## src/rtl/vbus_pwr_pkg.sv

```systemverilog
package vbus_pwr_pkg;

  typedef struct packed {
    logic auto_cut;
    logic irq_en;
  } fault_cfg_t;

  function automatic int unsigned cnt_bits(input int unsigned limit);
    return (limit < 2) ? 1 : $clog2(limit);
  endfunction

endpackage

```

## src/rtl/vbus_rst_sync.sv

```systemverilog
module vbus_rst_sync #(
  parameter int unsigned STAGES = 2
) (
  input  logic clk,
  input  logic rst_n,
  output logic rst_sync_n
);

  logic [STAGES-1:0] chain_q;
  logic [STAGES-1:0] chain_d;

  always_comb begin
    chain_d = {chain_q[STAGES-2:0], 1'b1};
  end

  always_ff @(posedge clk or negedge rst_n) begin
    if (!rst_n) chain_q <= '0;
    else        chain_q <= chain_d;
  end

  assign rst_sync_n = chain_q[STAGES-1];

endmodule

```

## src/rtl/vbus_fault_filter.sv

```systemverilog
module vbus_fault_filter #(
  parameter int unsigned SYNC_STAGES = 2,
  parameter int unsigned DEB_CYCLES  = 16
) (
  input  logic clk,
  input  logic rst_n,
  input  logic fault_n_i,
  output logic fault_lvl_o,
  output logic fault_rise_o
);

  localparam int unsigned CW = vbus_pwr_pkg::cnt_bits(DEB_CYCLES);
  localparam logic [CW-1:0] LIMIT = CW'(DEB_CYCLES - 1);

  logic [SYNC_STAGES-1:0] sync_q;
  logic [SYNC_STAGES-1:0] sync_d;
  logic                   lvl;
  logic                   filt_q, filt_d;
  logic [CW-1:0]          cnt_q, cnt_d;
  logic                   differ;
  logic                   at_limit;

  // synchronizer stages, first stage samples the inverted (active-high) fault
  for (genvar g = 0; g < SYNC_STAGES; g++) begin : g_sync
    if (g == 0) begin : g_first
      assign sync_d[g] = ~fault_n_i;
    end else begin : g_next
      assign sync_d[g] = sync_q[g-1];
    end
  end

  assign lvl      = sync_q[SYNC_STAGES-1];
  assign differ   = lvl ^ filt_q;
  assign at_limit = (cnt_q == LIMIT);

  always_comb begin
    filt_d = filt_q;
    cnt_d  = '0;
    if (differ) begin
      if (at_limit) filt_d = lvl;
      else          cnt_d  = cnt_q + 1'b1;
    end
  end

  always_ff @(posedge clk or negedge rst_n) begin
    if (!rst_n) begin
      sync_q <= '0;
      filt_q <= 1'b0;
      cnt_q  <= '0;
    end else begin
      sync_q <= sync_d;
      filt_q <= filt_d;
      cnt_q  <= cnt_d;
    end
  end

  assign fault_lvl_o  = filt_q;
  assign fault_rise_o = differ & at_limit & ~filt_q;

  // filtered level moves only after the synchronized level disagreed
  a_r4_change_needs_diff: assert property (@(posedge clk) disable iff (!rst_n)
    !$stable(filt_q) |-> $past(lvl != filt_q));

  // debounce counter never passes its limit
  a_r4_cnt_bound: assert property (@(posedge clk) disable iff (!rst_n)
    cnt_q <= LIMIT);

endmodule

```

## src/rtl/vbus_fault_status.sv

```systemverilog
module vbus_fault_status (
  input  logic                     clk,
  input  logic                     rst_n,
  input  logic                     rise_i,
  input  logic                     clr_i,
  input  logic                     req_i,
  input  vbus_pwr_pkg::fault_cfg_t cfg_i,
  output logic                     sts_o,
  output logic                     lock_o,
  output logic                     cut_now_o,
  output logic                     irq_o
);

  logic sts_q, sts_d;
  logic lock_q, lock_d;
  logic cut;

  assign cut = rise_i & cfg_i.auto_cut;

  always_comb begin
    sts_d = sts_q;
    if (rise_i)     sts_d = 1'b1;
    else if (clr_i) sts_d = 1'b0;
  end

  always_comb begin
    lock_d = lock_q;
    if (cut)                          lock_d = 1'b1;
    else if (lock_q && !sts_q && !req_i) lock_d = 1'b0;
  end

  always_ff @(posedge clk or negedge rst_n) begin
    if (!rst_n) begin
      sts_q  <= 1'b0;
      lock_q <= 1'b0;
    end else begin
      sts_q  <= sts_d;
      lock_q <= lock_d;
    end
  end

  assign sts_o     = sts_q;
  assign lock_o    = lock_q;
  assign cut_now_o = cut;
  assign irq_o     = sts_q & cfg_i.irq_en;

  // status stays set until a clear strobe
  a_r9_sticky: assert property (@(posedge clk) disable iff (!rst_n)
    sts_q && !clr_i |=> sts_q);

  // a qualified fault sets status next edge, even against a clear
  a_r9_set_wins: assert property (@(posedge clk) disable iff (!rst_n)
    rise_i |=> sts_q);

  // lockout cannot release while the status is still set
  a_r7_lock_hold: assert property (@(posedge clk) disable iff (!rst_n)
    lock_q && sts_q |=> lock_q);

endmodule

```

## src/rtl/vbus_pwr_ctrl.sv

```systemverilog
module vbus_pwr_ctrl #(
  parameter int unsigned SYNC_STAGES = 2,
  parameter int unsigned DEB_CYCLES  = 16
) (
  input  logic clk,
  input  logic rst_n,
  input  logic host_mode_i,
  input  logic pwr_req_i,
  input  logic pwr_fault_n_i,
  input  logic cfg_auto_cut_i,
  input  logic cfg_irq_en_i,
  input  logic fault_clr_i,
  output logic pwr_en_o,
  output logic fault_sts_o,
  output logic fault_irq_o
);

  import vbus_pwr_pkg::*;

  logic       rst_s_n;
  logic       flt_lvl;
  logic       flt_rise;
  logic       lock;
  logic       cut_now;
  logic       en_q, en_d;
  fault_cfg_t cfg;

  assign cfg.auto_cut = cfg_auto_cut_i;
  assign cfg.irq_en   = cfg_irq_en_i;

  vbus_rst_sync #(.STAGES(2)) u_rst (
    .clk        (clk),
    .rst_n      (rst_n),
    .rst_sync_n (rst_s_n)
  );

  vbus_fault_filter #(
    .SYNC_STAGES (SYNC_STAGES),
    .DEB_CYCLES  (DEB_CYCLES)
  ) u_filt (
    .clk          (clk),
    .rst_n        (rst_s_n),
    .fault_n_i    (pwr_fault_n_i),
    .fault_lvl_o  (flt_lvl),
    .fault_rise_o (flt_rise)
  );

  vbus_fault_status u_sts (
    .clk       (clk),
    .rst_n     (rst_s_n),
    .rise_i    (flt_rise),
    .clr_i     (fault_clr_i),
    .req_i     (pwr_req_i),
    .cfg_i     (cfg),
    .sts_o     (fault_sts_o),
    .lock_o    (lock),
    .cut_now_o (cut_now),
    .irq_o     (fault_irq_o)
  );

  always_comb begin
    en_d = host_mode_i & pwr_req_i & ~lock & ~cut_now;
  end

  always_ff @(posedge clk or negedge rst_s_n) begin
    if (!rst_s_n) en_q <= 1'b0;
    else          en_q <= en_d;
  end

  assign pwr_en_o = en_q;

  // enable is held off while the internal reset is active
  a_r1_off_in_reset: assert property (@(posedge clk)
    !rst_s_n |-> !pwr_en_o);

  // not host in one cycle means no enable in the next
  a_r2_host_gate: assert property (@(posedge clk) disable iff (!rst_s_n)
    !host_mode_i |=> !pwr_en_o);

  // enable only follows a request seen one cycle earlier
  a_r3_needs_req: assert property (@(posedge clk) disable iff (!rst_s_n)
    pwr_en_o |-> $past(pwr_req_i));

  // automatic cutoff drops the enable on the next edge
  a_r6_cut: assert property (@(posedge clk) disable iff (!rst_s_n)
    cut_now |=> !pwr_en_o);

  // status can only appear together with a filtered fault level
  a_r5_sts_needs_fault: assert property (@(posedge clk) disable iff (!rst_s_n)
    $rose(fault_sts_o) |-> flt_lvl);

endmodule

```

## config.mk

```make
export PLATFORM = sky130hd
export DESIGN_NAME = vbus_pwr_ctrl
export DESIGN_NICKNAME = d
export VERILOG_FILES = /design/src/rtl/vbus_pwr_pkg.sv /design/src/rtl/vbus_rst_sync.sv /design/src/rtl/vbus_fault_filter.sv /design/src/rtl/vbus_fault_status.sv /design/src/rtl/vbus_pwr_ctrl.sv
export SDC_FILE = /design/constraint.sdc
export NUM_CORES = 1
export LEC_CHECK = 0
export BUFFER_PORTS_ARGS = -buffer_cell sky130_fd_sc_hd__buf_2
export CAP_MARGIN = 20
export CORE_AREA = 2 2 39 41
export CTS_CLUSTER_SIZE = 40
export DETAILED_ROUTE_END_ITERATION = 16
export DIE_AREA = 0 0 41 43
export GPL_TIMING_DRIVEN = 0
export PLACE_DENSITY = 0.59
export RECOVER_POWER = 25
export SETUP_SLACK_MARGIN = 0.4
export SLEW_MARGIN = 10
export SYNTH_ARGS = -nofsm -noshare
export SYNTH_HDL_FRONTEND = slang
export SYNTH_SLANG_ARGS = --single-unit
```

## constraint.sdc

```tcl
create_clock -name clk -period 1.5 [get_ports clk]
set_clock_uncertainty 0.2 [all_clocks]
set_input_delay 0.075 -clock clk [delete_from_list [all_inputs] [get_ports clk]]
set_output_delay 0.075 -clock clk [all_outputs]
set_load 0.005 [all_outputs]
```

# Word-level counts from Yosys, hierarchy flattened
# Cells that the tools add are included.
# op_classes
n_addsub,1
eq_ne,1
n_mux,6
bitwise_logic,12
reduce_logical,7
# ops
operator,count
4-bit two-way mux,2
1-bit bitwise AND,7
"4-bit by 1-bit adder with 4-bit output, second input constant",1
"4-bit equality test, second input constant",1
1-bit two-way mux,4
1-bit NOT,4
2-bit nonzero test,2
1-bit logical AND,2
1-bit zero test,2
2-bit AND reduction,1
1-bit bitwise XOR,1
# totals
register_bits,12
in_bits,8
word_cells,34

# Longest topological paths before layout
# depth
word_depth,6
ltp_mapped,4
ltp_nobuf,4

# Cells and area by module
# Synthesis repeated with hierarchy kept, for this count alone.
# hier_totals
cells_unflattened,35
hier_area_um2,470.5
# by_module_without_submodules
mod,instances,cells_per_inst,area_each_um2
vbus_fault_filter,1,22,291.5
vbus_fault_status,1,8,87.6
vbus_rst_sync,1,3,53.8
vbus_pwr_ctrl,1,2,37.5

# Worst setup path before layout
# OpenSTA, ideal clock, no wires.
# synth_timing
kind,flip-flop to flip-flop
start,register u_filt.cnt_q[0]
end,register u_filt.filt_q (netlist: u_filt.fault_lvl_o)
arrival_ps,1087
required_ps,1175
slack_ps,89
path_stages_with_launch,4
path_buffers,0
synth_period_minus_slack_ps,1411
cell_sequence,dfrtp_1 -> ha_1 -> and3_4 -> mux2_2
# synth_between
elab_chain_cells,2
# synth_lines
element,line,rtl
start: declaration,vbus_fault_filter.sv:19,"logic [CW-1:0] cnt_q, cnt_d;"
start signal: assignment,vbus_fault_filter.sv:53,cnt_q <= cnt_d;
4-bit equality test,vbus_fault_filter.sv:34,assign at_limit = (cnt_q == LIMIT);
2-bit AND reduction (no source line),n/a,
end signal: assignment,vbus_fault_filter.sv:52,filt_q <= filt_d;
end: declaration,vbus_fault_filter.sv:18,"logic filt_q, filt_d;"
# Every way passes these cells.
# A chain may end at the register's enable or synchronous reset.

# Worst setup path in the final report
# Same ends and word-level chain as after synthesis.

==> results.md <==
- Post-synthesis cell count: 36
- Syn Std Cell Area: between 400 and 500 µm²
- # diodes: 0
- Synth area leader: dfrtp_1
- Layout cells sized above 1: 0.475
- Most frequent cells in the layout: dfrtp_1 (12), buf_2 (10), dlygate4sd3_1 (7)
- Leak: 0.345 nW
- Slew Limit Fails: 0
- Post-synth net total: 45
- Clk_lat worst skew: ~0.27 ns
- Reg2reg setup slack: around 0.12 ns
- Gpl congestion: between 0.6 and 0.7
- Area Overhead vs Synth: 55.6%
- Final worst slack: between 0.1 and 0.15 ns
- Core ar.: ~1400 µm²
- Largest net degree at the start of global routing: 11
- DRC viols: 0
- Most common cell after layout, fill and taps aside: dfrtp_1
- CTS tree: built
- Number of sinks on the clock net: 12
- Area contributors post-synth: dfrtp_1 (65%), xnor2_1 (3.8%), o21ai_0 (3.3%)
- Worst-path fanout max: 4
- I/O pins: 11
- Fin crit period: about 1.4 ns
- CTS HTree Levels: 1
- Layout net count: a little over 70
- I/O Buffers: 10
- Worst-path clk slew: about 0.08 ns
- Peak supply drop: approximately 0.61 mV
- First-pass GRT wire length: around 1.5 mm
- Critical path class: flop to flop
- Initial DRC Count: 3
- DPL Wire Length: ~500 µm
- Setup TNS Final: 0 ns
- Seq/Total Area, Yosys: 0.654
- Post-place setup slack: 0.0486 ns
- PD cells: 941 nW/µm²
- Critical R2R Launch: u_filt.cnt_q[0]$_DFF_PN0_
- First drt pass iteration count: 3
- CP Launch Type: flop
- Warnings, synthesis: 0
- Failing checks: negative hold slack
- WL final: between 800 and 900 µm
- Initial Utilization: 0.332
- Initial antenna violation count: 0
- CTS Root Cell: clkbuf_4
- Reg2reg path depth: 3
- Hold WC Path Type: flop to asynchronous set/reset pin
- CTS Buffer Depth: 2
- Die Ht: 43 µm
- DR WL/cell: ~11 µm
- Final ANT Viol Nets: 0
- Setup Viol. Count Final: 0
- Die Area: between 1500 and 2000 µm²
- Max-Cap Viols: 0
- CP arrival: ~1.3 ns
- Worst Path Required: 1.45 ns
- Critical Path Sink Type: flop
- Area share of the largest cell type after synthesis: 0.654
- CTS Buf Count: 3
- Number of synthesized register bits: 12
- Worst hold margin: -0.0467 ns
- Worst flop-to-flop path endpoint: u_filt.fault_lvl_o$_DFFE_PN0P_
- Run status: finished with violations
- Detailed-route via count: ~340
- Final worst-path cycle share: 0.923
- Total Routing Usage GR: 0.138
- Row count: 14
- Vias in the first global route: 381
- Overflow left after global routing: 0
- Die width: ~41 µm
- Vias per inst: ~4.4
- Netlist cell types: 18
- F_max: between 700 and 800 MHz
- Syn avg cell area: between 10 and 15 µm²
- Fin. Hold Viols: 10
- Unrepaired setup endpoints after global routing: yes
==> cells in the mapped netlist, drive strengths merged <==
| master | n |
|---|---|
| o21ai | 3 |
| nor2 | 1 |
| nand4b | 1 |
| and3 | 1 |
| nand3 | 1 |
| and4b | 1 |
| and2b | 1 |
| xnor2 | 2 |
| inv | 3 |
| nand2 | 2 |
| conb | 1 |
| dfrtp | 12 |
| and2 | 1 |
| nor2b | 1 |
| mux2 | 1 |
| ha | 1 |
| a21oi | 2 |
| nor3 | 1 |
==> layer usage <==
layer	share of wire	GRT usage	up-vias
met4	0	0.0400	0
met2	0.54	0.203	8
met1	0.40	0.158	166
met5	0	0	-
met3	0.055	0.0942	0
li1	-	-	167
==> sequential cells by signal, summed over array words and instances, names as in the netlist <==
name	count
u_rst.chain_q	2
u_filt.cnt_q	4
u_sts.sts_o	1
u_filt.sync_q	2
u_sts.lock_o	1
pwr_en_o	1
u_filt.fault_lvl_o	1
==> worst max-delay path: stages (launching register included) <==
cell     delay [ns]
dfrtp_1        0.42
ha_4           0.17
and3_4         0.18
mux2_4         0.30
==> where the power goes <==
| part | switching [W] | total, W | internal [W] |
|---|---|---|---|
| clock | 0.000103 | 0.000250 | 0.000147 |
| combinational | 0.0000234 | 0.0000700 | 0.0000466 |
| sequential | 0.0000153 | 0.000352 | 0.000337 |
| total | 0.000141 | 0.000672 | 0.000531 |
==> layout make-up <==
class                      count  area [µm²]
clock buffer                   4        36.3
fill                         123         669
inverter                       3        11.3
multi-input combinational     21         196
sequential                    12         300
tap                           16        20.0
timing repair buffer          21         150
==> kinds of logic after synthesis <==
group,synth area share
AOI/OAI and AO/OA,0.0545
xor gates and xnor gates,0.0382
adders and majority gates,0.0272
buffers and inverters,0.0245
DFF,0.654
muxes,0.0245
other,0.00817
and+or+nand+nor,0.169
==> stage by stage <==
step / utilization / power, W / instances / cell area, µm² / hold WS (ns)
2_1_floorplan: - / 0.000371 / 36 / 465 / -0.421
3_3_place_gp: 0.387 / 0.000387 / 62 / 536 / -0.340
3_5_place_dp: 0.387 / 0.000388 / 62 / 536 / -0.338
4_1_cts: 0.506 / 0.000680 / 76 / 701 / -0.0226
5_1_grt: 0.516 / 0.000716 / 77 / 714 / 0.00784
6_report: 0.516 / 0.000672 / 77 / 714 / -0.0467
==> timing repair <==
item | 4_1_cts | 5_1_grt
hold buffers | 7 | 0
pin swaps | 3 | 2
buffers inserted | 3 | 1
resized for setup | 5 | 2
setup endpoints to repair | 9 | 10
hold endpoints to repair | 16 | 0
==> worst max-delay path by stage <==
| stage | startpoint | to | cells past startpoint |
|---|---|---|---|
| 6_report | u_filt.cnt_q[0]$_DFF_PN0_ | u_filt.fault_lvl_o$_DFFE_PN0P_ | 3 |
| 5_1_grt | u_filt.cnt_q[0]$_DFF_PN0_ | u_filt.fault_lvl_o$_DFFE_PN0P_ | 3 |
| 3_3_place_gp | u_filt.cnt_q[0]$_DFF_PN0_ | u_filt.fault_lvl_o$_DFFE_PN0P_ | 3 |
| 2_1_floorplan | u_filt.cnt_q[0]$_DFF_PN0_ | u_filt.fault_lvl_o$_DFFE_PN0P_ | 3 |
| 4_1_cts | u_filt.cnt_q[0]$_DFF_PN0_ | u_filt.fault_lvl_o$_DFFE_PN0P_ | 3 |
| 3_5_place_dp | u_filt.cnt_q[0]$_DFF_PN0_ | u_filt.fault_lvl_o$_DFFE_PN0P_ | 3 |
No activity file was read; power rests on OpenSTA's default activity.
